$ cat src/rtl/cpu_ctrl_pkg.sv
package cpu_ctrl_pkg;
  localparam int PHASE_W  = 3;
  localparam int OPC_W    = 6;
  localparam int ALUOP_W  = 3;
  localparam int PCSRC_W  = 2;
  localparam int REGDST_W = 2;

  // sequencer step codes
  localparam logic [PHASE_W-1:0] PH_FETCH   = 3'b000;
  localparam logic [PHASE_W-1:0] PH_DECODE  = 3'b001;
  localparam logic [PHASE_W-1:0] PH_EXE_ARI = 3'b110;
  localparam logic [PHASE_W-1:0] PH_EXE_BRN = 3'b101;
  localparam logic [PHASE_W-1:0] PH_EXE_MEM = 3'b010;
  localparam logic [PHASE_W-1:0] PH_MEMACC  = 3'b011;
  localparam logic [PHASE_W-1:0] PH_WB_ARI  = 3'b111;
  localparam logic [PHASE_W-1:0] PH_WB_LOAD = 3'b100;

  // opcodes
  localparam logic [OPC_W-1:0] OPC_ADD   = 6'b000000;
  localparam logic [OPC_W-1:0] OPC_SUB   = 6'b000001;
  localparam logic [OPC_W-1:0] OPC_ADDI  = 6'b000010;
  localparam logic [OPC_W-1:0] OPC_AND   = 6'b010000;
  localparam logic [OPC_W-1:0] OPC_ANDI  = 6'b010001;
  localparam logic [OPC_W-1:0] OPC_ORI   = 6'b010010;
  localparam logic [OPC_W-1:0] OPC_XORI  = 6'b010011;
  localparam logic [OPC_W-1:0] OPC_SHL   = 6'b011000;
  localparam logic [OPC_W-1:0] OPC_SLTI  = 6'b100110;
  localparam logic [OPC_W-1:0] OPC_SLT   = 6'b100111;
  localparam logic [OPC_W-1:0] OPC_STORE = 6'b110000;
  localparam logic [OPC_W-1:0] OPC_LOAD  = 6'b110001;
  localparam logic [OPC_W-1:0] OPC_BEQ   = 6'b110100;
  localparam logic [OPC_W-1:0] OPC_BNE   = 6'b110101;
  localparam logic [OPC_W-1:0] OPC_BLTZ  = 6'b110110;
  localparam logic [OPC_W-1:0] OPC_JMP   = 6'b111000;
  localparam logic [OPC_W-1:0] OPC_JREG  = 6'b111001;
  localparam logic [OPC_W-1:0] OPC_JLINK = 6'b111010;
  localparam logic [OPC_W-1:0] OPC_HALT  = 6'b111111;

  // ALU functions
  localparam logic [ALUOP_W-1:0] ALU_ADD = 3'b000;
  localparam logic [ALUOP_W-1:0] ALU_SUB = 3'b001;
  localparam logic [ALUOP_W-1:0] ALU_SHL = 3'b010;
  localparam logic [ALUOP_W-1:0] ALU_OR  = 3'b011;
  localparam logic [ALUOP_W-1:0] ALU_AND = 3'b100;
  localparam logic [ALUOP_W-1:0] ALU_LTU = 3'b101;
  localparam logic [ALUOP_W-1:0] ALU_LTS = 3'b110;
  localparam logic [ALUOP_W-1:0] ALU_XOR = 3'b111;

  // next-PC sources
  localparam logic [PCSRC_W-1:0] PCS_SEQ = 2'b00;
  localparam logic [PCSRC_W-1:0] PCS_REL = 2'b01;
  localparam logic [PCSRC_W-1:0] PCS_REG = 2'b10;
  localparam logic [PCSRC_W-1:0] PCS_ABS = 2'b11;

  // destination register selects
  localparam logic [REGDST_W-1:0] RDST_LINK = 2'b00;
  localparam logic [REGDST_W-1:0] RDST_RT   = 2'b01;
  localparam logic [REGDST_W-1:0] RDST_RD   = 2'b10;

  typedef enum logic [2:0] {
    CLS_ARITH, CLS_NOWRITE, CLS_LOAD, CLS_STORE, CLS_BRANCH, CLS_JUMP, CLS_HALT
  } instrClass_t;

  typedef enum logic [1:0] {BR_EQ, BR_NE, BR_LTZ, BR_NONE} brKind_t;
  typedef enum logic [1:0] {JMP_ABS, JMP_LINK, JMP_REG, JMP_NONE} jmpKind_t;

  typedef struct packed {
    instrClass_t          cls;
    brKind_t              brKind;
    jmpKind_t             jmpKind;
    logic                 isShift;
    logic                 immOperand;
    logic                 signExt;
    logic [ALUOP_W-1:0]   aluOp;
    logic [REGDST_W-1:0]  regDst;
  } instrInfo_t;

  typedef struct packed {
    logic                 pcWriteEn;
    logic                 aluSrcShamt;
    logic                 aluSrcImm;
    logic                 wbFromMem;
    logic                 regWrite;
    logic                 wrDataAlu;
    logic                 imemRead;
    logic                 dmemRead;
    logic                 dmemWrite;
    logic                 irWrite;
    logic                 extSign;
    logic [PCSRC_W-1:0]   pcSrc;
    logic [REGDST_W-1:0]  regDst;
    logic [ALUOP_W-1:0]   aluOp;
  } ctrlStrobes_t;
endpackage

$ cat src/rtl/cpu_op_decode.sv
module cpu_op_decode
  import cpu_ctrl_pkg::*;
(
  input  logic [OPC_W-1:0] opcode,
  output instrInfo_t       info
);
  always_comb begin
    info = '{cls: CLS_NOWRITE, brKind: BR_NONE, jmpKind: JMP_NONE,
             isShift: 1'b0, immOperand: 1'b0, signExt: 1'b0,
             aluOp: ALU_ADD, regDst: RDST_LINK};
    unique case (opcode)
      OPC_ADD:  begin info.cls = CLS_ARITH; info.regDst = RDST_RD; end
      OPC_SUB:  begin info.cls = CLS_ARITH; info.regDst = RDST_RD; info.aluOp = ALU_SUB; end
      OPC_AND:  begin info.cls = CLS_ARITH; info.regDst = RDST_RD; info.aluOp = ALU_AND; end
      OPC_SLT:  begin info.cls = CLS_ARITH; info.regDst = RDST_RD; info.aluOp = ALU_LTS; end
      OPC_SHL:  begin
        info.cls = CLS_ARITH; info.regDst = RDST_RD; info.aluOp = ALU_SHL; info.isShift = 1'b1;
      end
      OPC_ADDI: begin
        info.cls = CLS_ARITH; info.regDst = RDST_RT; info.immOperand = 1'b1; info.signExt = 1'b1;
      end
      OPC_SLTI: begin
        info.cls = CLS_ARITH; info.regDst = RDST_RT; info.immOperand = 1'b1; info.signExt = 1'b1;
        info.aluOp = ALU_LTS;
      end
      OPC_ANDI: begin
        info.cls = CLS_ARITH; info.regDst = RDST_RT; info.immOperand = 1'b1; info.aluOp = ALU_AND;
      end
      OPC_ORI:  begin
        info.cls = CLS_ARITH; info.regDst = RDST_RT; info.immOperand = 1'b1; info.aluOp = ALU_OR;
      end
      OPC_XORI: begin
        info.cls = CLS_ARITH; info.regDst = RDST_RT; info.immOperand = 1'b1; info.aluOp = ALU_XOR;
      end
      OPC_LOAD: begin
        info.cls = CLS_LOAD; info.regDst = RDST_RT; info.immOperand = 1'b1; info.signExt = 1'b1;
      end
      OPC_STORE: begin
        info.cls = CLS_STORE; info.immOperand = 1'b1; info.signExt = 1'b1;
      end
      OPC_BEQ:  begin info.cls = CLS_BRANCH; info.brKind = BR_EQ;  info.signExt = 1'b1; info.aluOp = ALU_SUB; end
      OPC_BNE:  begin info.cls = CLS_BRANCH; info.brKind = BR_NE;  info.signExt = 1'b1; info.aluOp = ALU_SUB; end
      OPC_BLTZ: begin info.cls = CLS_BRANCH; info.brKind = BR_LTZ; info.signExt = 1'b1; info.aluOp = ALU_SUB; end
      OPC_JMP:   begin info.cls = CLS_JUMP; info.jmpKind = JMP_ABS;  end
      OPC_JLINK: begin info.cls = CLS_JUMP; info.jmpKind = JMP_LINK; end
      OPC_JREG:  begin info.cls = CLS_JUMP; info.jmpKind = JMP_REG;  end
      OPC_HALT:  info.cls = CLS_HALT;
      default:   ;
    endcase
  end
endmodule

$ cat src/rtl/cpu_pc_select.sv
module cpu_pc_select
  import cpu_ctrl_pkg::*;
(
  input  instrInfo_t         info,
  input  logic               aluZero,
  input  logic               aluSign,
  output logic [PCSRC_W-1:0] pcSrc
);
  logic takeBranch;

  always_comb begin
    unique case (info.brKind)
      BR_EQ:   takeBranch = aluZero;
      BR_NE:   takeBranch = !aluZero;
      BR_LTZ:  takeBranch = aluSign;
      default: takeBranch = 1'b0;
    endcase
  end

  always_comb begin
    unique case (info.jmpKind)
      JMP_ABS, JMP_LINK: pcSrc = PCS_ABS;
      JMP_REG:           pcSrc = PCS_REG;
      default:           pcSrc = takeBranch ? PCS_REL : PCS_SEQ;
    endcase
  end
endmodule

$ cat src/rtl/cpu_phase_gate.sv
module cpu_phase_gate
  import cpu_ctrl_pkg::*;
(
  input  logic [PHASE_W-1:0] phase,
  input  instrInfo_t         info,
  input  logic [PCSRC_W-1:0] pcSrc,
  output ctrlStrobes_t       strobes
);
  logic inExecute;
  logic isLink;
  logic lastStep;
  logic writeBack;

  assign inExecute = (phase == PH_EXE_ARI) || (phase == PH_EXE_BRN) || (phase == PH_EXE_MEM);
  assign isLink    = (info.jmpKind == JMP_LINK);

  always_comb begin
    unique case (info.cls)
      CLS_ARITH, CLS_NOWRITE: lastStep = (phase == PH_WB_ARI);
      CLS_LOAD:               lastStep = (phase == PH_WB_LOAD);
      CLS_STORE:              lastStep = (phase == PH_MEMACC);
      CLS_BRANCH:             lastStep = (phase == PH_EXE_BRN);
      CLS_JUMP:               lastStep = (phase == PH_DECODE);
      default:                lastStep = 1'b0;
    endcase
  end

  always_comb begin
    unique case (info.cls)
      CLS_ARITH: writeBack = (phase == PH_WB_ARI);
      CLS_LOAD:  writeBack = (phase == PH_WB_LOAD);
      CLS_JUMP:  writeBack = isLink && (phase == PH_DECODE);
      default:   writeBack = 1'b0;
    endcase
  end

  always_comb begin
    strobes.pcWriteEn   = lastStep;
    strobes.aluSrcShamt = info.isShift && inExecute;
    strobes.aluSrcImm   = info.immOperand;
    strobes.wbFromMem   = (info.cls == CLS_LOAD);
    strobes.regWrite    = writeBack;
    strobes.wrDataAlu   = !isLink;
    strobes.imemRead    = 1'b1;
    strobes.dmemRead    = (info.cls == CLS_LOAD)  && (phase == PH_MEMACC);
    strobes.dmemWrite   = (info.cls == CLS_STORE) && (phase == PH_MEMACC);
    strobes.irWrite     = (phase == PH_FETCH);
    strobes.extSign     = info.signExt;
    strobes.pcSrc       = pcSrc;
    strobes.regDst      = info.regDst;
    strobes.aluOp       = info.aluOp;
  end
endmodule

$ cat src/rtl/cpu_ctrl_decoder.sv
module cpu_ctrl_decoder
  import cpu_ctrl_pkg::*;
(
  input  logic [PHASE_W-1:0]  phase,
  input  logic [OPC_W-1:0]    opcode,
  input  logic                aluZero,
  input  logic                aluSign,
  output logic                pcWriteEn,
  output logic                aluSrcShamt,
  output logic                aluSrcImm,
  output logic                wbFromMem,
  output logic                regWrite,
  output logic                wrDataAlu,
  output logic                imemRead,
  output logic                dmemRead,
  output logic                dmemWrite,
  output logic                irWrite,
  output logic                extSign,
  output logic [PCSRC_W-1:0]  pcSrc,
  output logic [REGDST_W-1:0] regDst,
  output logic [ALUOP_W-1:0]  aluOp
);
  instrInfo_t         info;
  logic [PCSRC_W-1:0] nextPcSel;
  ctrlStrobes_t       strobes;

  cpu_op_decode u_opdec (.opcode(opcode), .info(info));

  cpu_pc_select u_pcsel (.info(info), .aluZero(aluZero), .aluSign(aluSign), .pcSrc(nextPcSel));

  cpu_phase_gate u_gate (.phase(phase), .info(info), .pcSrc(nextPcSel), .strobes(strobes));

  assign pcWriteEn   = strobes.pcWriteEn;
  assign aluSrcShamt = strobes.aluSrcShamt;
  assign aluSrcImm   = strobes.aluSrcImm;
  assign wbFromMem   = strobes.wbFromMem;
  assign regWrite    = strobes.regWrite;
  assign wrDataAlu   = strobes.wrDataAlu;
  assign imemRead    = strobes.imemRead;
  assign dmemRead    = strobes.dmemRead;
  assign dmemWrite   = strobes.dmemWrite;
  assign irWrite     = strobes.irWrite;
  assign extSign     = strobes.extSign;
  assign pcSrc       = strobes.pcSrc;
  assign regDst      = strobes.regDst;
  assign aluOp       = strobes.aluOp;
endmodule

$ cat config.mk
export PLATFORM = sky130hd
export DESIGN_NAME = cpu_ctrl_decoder
export DESIGN_NICKNAME = d
export VERILOG_FILES = /design/src/rtl/cpu_ctrl_pkg.sv /design/src/rtl/cpu_op_decode.sv /design/src/rtl/cpu_pc_select.sv /design/src/rtl/cpu_phase_gate.sv /design/src/rtl/cpu_ctrl_decoder.sv
export SDC_FILE = /design/constraint.sdc
export NUM_CORES = 1
export LEC_CHECK = 0
export BUFFER_PORTS_ARGS = -buffer_cell sky130_fd_sc_hd__buf_2
export CAP_MARGIN = 20
export CORE_AREA = 2 2 39 41
export DETAILED_ROUTE_END_ITERATION = 8
export DIE_AREA = 0 0 41 43
export GPL_TIMING_DRIVEN = 1
export PLACE_DENSITY = 0.8
export SLEW_MARGIN = 20
export SYNTH_ARGS = -nofsm -noshare
export SYNTH_HDL_FRONTEND = slang
export SYNTH_SLANG_ARGS = --single-unit
$ cat constraint.sdc
create_clock -name vclk -period 2.79
set_input_delay 0.558 -clock vclk [all_inputs]
set_output_delay 0.558 -clock vclk [all_outputs]
set_load 0.02 [all_outputs]
-- After elaboration in Yosys (flattened, before gate mapping)
Cells that the tools add are included.
- memories kept: 0
- memory bits (writable): 0
- latch bits: 0
- register bits: 0
- memory bits (read-only): 0
- output and inout port bits: 18
- bitwise logic cells: 0
- magnitude comparators: 0
- eq/ne operators: 34
- shifts and indexed selects: 0
- reduce and logical (&&, ||, !) cells: 25
- multiply operators: 0
- add/sub/neg operators: 0
- muxes and demuxes: 13
- divide/modulo/power cells: 0
- operators by type and width (operator ; count):
    6-bit equality test, second input constant ; 11
    3-bit case mux with 6 select lines ; 2
    6-bit by 5-bit equality test with 1-bit output, second input constant ; 5
    3-bit equality test, second input constant ; 6
    7-bit OR reduction ; 2
    3-bit by 2-bit equality test with 1-bit output, second input constant ; 4
    2-bit case mux with 3 select lines ; 2
    10-bit OR reduction ; 1
    2-bit case mux with 2 select lines ; 2
    2-bit OR reduction ; 4
    3-bit by 1-bit equality test with 1-bit output, second input constant ; 2
    6-bit by 1-bit equality test with 1-bit output, second input constant ; 1
    6-bit by 2-bit equality test with 1-bit output, second input constant ; 1
    3-bit zero test ; 2
    6-bit zero test ; 1
    1-bit case mux with 3 select lines ; 2
    3-bit OR reduction ; 2
    6-bit OR reduction ; 1
    1-bit case mux with 5 select lines ; 1
    5-bit OR reduction ; 1
    2-bit by 1-bit equality test with 1-bit output, second input constant ; 2
    2-bit equality test, second input constant ; 2
    1-bit logical AND ; 4
    2-bit zero test ; 2
    other kinds (4) ; 9

-- Longest topological paths before layout
- depth in word-level cells: 6
- gate-level depth with buffers: 7
- gate-level depth less buffers: 5

-- Modules after synthesis
A second synthesis with hierarchy kept.
- cells, all modules: 112
- area, all modules: 728.2 um^2
- by module, submodules not included (module ; seq. area each (um^2) ; area an instance (um^2) ; times used ; cells an instance):
    cpu_op_decode ; 0.0 ; 432.9 ; 1 ; 69
    cpu_phase_gate ; 0.0 ; 250.2 ; 1 ; 38
    cpu_pc_select ; 0.0 ; 45.0 ; 1 ; 5

-- Least setup slack after synthesis
OpenSTA, ideal clock, no wires.
- kind: input to output
- start point: input opcode[2]
- end point: output pcWriteEn
- slack: 0.316 ns
- required time: 2.232 ns
- stages: 6
- arrival time: 1.916 ns
- cells stage by stage: buf_6 and4bb_1 nand2_1 nor3_1 nor2_1 o311ai_1
- longest elaborated chain between the ends: 6
- elaborated cells on any way between the ends: 31
- those cells by class: 23 x eq/ne; 2 x mux; 6 x reduce/logical
- RTL lines (item ; line ; text):
    start, declared ; cpu_ctrl_decoder.sv:5 ; input logic [OPC_W-1:0] opcode,
    6-bit by 1-bit equality test with 1-bit output (tied with other cells) ; cpu_op_decode.sv:11 ; unique case (opcode)
    10-bit OR reduction (no line) / 3-bit OR reduction (equally long branches) ; n/a ;
    3-bit case mux with 6 select lines * ; cpu_op_decode.sv:11 ;
    3-bit by 1-bit equality test with 1-bit output / 3-bit zero test (equally long branches) ; cpu_phase_gate.sv:18 ; unique case (info.cls)
    2-bit OR reduction ; cpu_phase_gate.sv:18 ;
    1-bit case mux with 5 select lines * ; cpu_phase_gate.sv:18 ;
    end, declared ; cpu_ctrl_decoder.sv:8 ; output logic pcWriteEn,
Every way passes the cells marked *; elsewhere a longest branch is shown, timed or not.

-- Final worst setup path
Same ends and word-level chain as after synthesis.

==> results.md <==
* Met3 usage at 0%
* # nets final at 126
* CTS Hold Bufs at 0
* Gate power share at 100.0%
* Antenna violations before repair at 0
* Met2 Use GR at 25.94%
* Fin crit share at 90.64%
* Endpoint class of the critical path: output pin
* Chip Width at 41 microns
* Post-synth top cells: nor2_1 (11), nand2_1 (7), nor3_1 (7)
* Core Area at 1384 sq um
* Clock power frac at 0%
* Area after DPL at 663.1 sq um
* Port bufs at 28
* # resized after CTS at 0
* Seq/Total Area, Yosys at 0%
* Final Core Density at 47.92%
* RSZ-0062 raised after global routing: no
* Dpl ws at 0.2837 ns
* Layout filler cell count at 151
* Sw frac at 64.36%
* Setup TNS Final at 0 ns
* Rows at 14
* Detailed Routing Iterations Pass 1 at 4
* Via count at 710
* Die Y at 43 microns
* Syn-to-layout area delta at 14.97%
* Critical path class: input port to output pin
* Top cell type by total area after synthesis: buf_6
* Fmax at 395.4 MHz
* PD cells at 132.6 nW/um^2
* Gr busiest metal: met1
* Hold Slack at 1.448 ns
* Largest net degree at the start of global routing at 20
* Initial core utilization at 41.68%
* Antenna viol nets, final at 0
* Distinct cells, synth at 38
* Leading post-synthesis cells by cell area: buf_6 (7.8%), nor2_1 (7.2%), nor3_1 (6.1%), nand2b_1 (5.4%), o21ai_0 (5.2%)
* Hold/Removal Path Class: input port to output pin
* Mapped cell area at 576.8 sq um
* Num sequential at 0
* Leakage at 0.3269 nW
* Iteration-0 DRC count of the detailed router at 21
* CP Launch Type: input port
* Outcome: finished clean
* Internal power at 31.34 uW
* Vias per cell at 5.504
* DR DRC count at 0
* Minimum clock period at 2.529 ns
* Clock buffers at 0
* Die area at 1763 sq um
* Met1 Resource Use GR at 26.27%
* First-pass GRT wire length at 2.304 mm
* Top-area cell type share of the netlist area at 7.809%
* I/O Pins at 29
* CP Max Fanout at 19
* Post-Syn Nets at 106
* Final Wtd Congestion at 0.9247
* Sequential power share at 0%
* Setup violators final at 0
* Reg area at 0 sq um
* Setup WS post-layout at 0.2610 ns
* Slew Viols, Final at 0
* Worst-case vdd ir drop at 63.03 uV
* Most common cell in the netlist: nor2_1
* CP required at 2.23 ns
* MaxCap Viol Count at 0
* Vias in the first global route at 570
* Design area at 663.1 sq um
* Share of cells above drive strength 1 at 29.20%
* Post-synthesis cell count at 95
* Routed WL per cell at 11.47 microns
* Congestion Overflow GR at 0
* Post-DP HPWL at 1.112 mm
* Syn. warnings at 0
* Number of antenna cells inserted at 0
* Synthesized area per cell at 6.072 sq um
* Final Hold Fails at 0
* Worst EP arrival at 1.97 ns
* Number of setup buffers added after CTS at 0
* Final wirelength at 1.480 mm
* Net Sw Power at 56.59 uW
* Global Route Usage Sum at 16.98%
[area by class of cell]
type                       count  area, sq um  share of cell area, %
inverter                       5        18.77                  2.830
multi-input combinational     80        484.2                  73.02
tap                           16        20.02                  3.019
timing repair buffer          28        140.1                  21.13
[cells in the final DEF (no fill, tap or decap), types with 4 or more instances in the layout]
master,instances
nand3_1,4
nand2_1,7
buf_2,28
nor3_1,7
nor2_1,11
nand2b_1,5
a21oi_1,5
o21ai_0,6
inv_1,5
[kinds of logic (layout without fill, tap and decap cells)]
kind of cell,Yosys count,after routing,synth area share [%]
simple gates,53,53,54.23
compound gates,23,23,24.08
buf+inv,15,33,16.05
mux,2,2,3.471
other cells,1,1,0.6501
xor+xnor,1,1,1.519
[per-layer routing]
layer	routed length, microns	vias to the layer above
met5	0	-
met4	0	0
met1	688	311
li1	-	378
met2	696	21
met3	95	0
[stage by stage]
step	std cells	total power, mW
2_1_floorplan	95	0.06824
3_3_place_gp	129	0.08514
3_5_place_dp	129	0.08707
4_1_cts	129	0.08728
5_1_grt	129	0.09690
6_report	129	0.08793
[worst max-delay path, cell delays in order]
cell and delay (ns):
buf_2 0.19, nand2b_4 0.19, or4_1 0.51, a21oi_1 0.16, nor2_1 0.05, o311ai_1 0.09
buf_2 0.21
[final timing paths]
kind              cells after the start       from   endpoint
setup / recovery                      7  opcode[2]  pcWriteEn
hold / removal                        3   phase[1]    irWrite
[power groups by stage]
stage	Combinational (mW)	Clock [mW]	Sequential [mW]
global placement	0.0851	0	0
detailed placement	0.0871	0	0
CTS	0.0873	0	0
global route	0.0969	0	0
floorplan	0.0682	0	0
finish	0.0879	0	0
No activity file was read; power rests on OpenSTA's default activity.
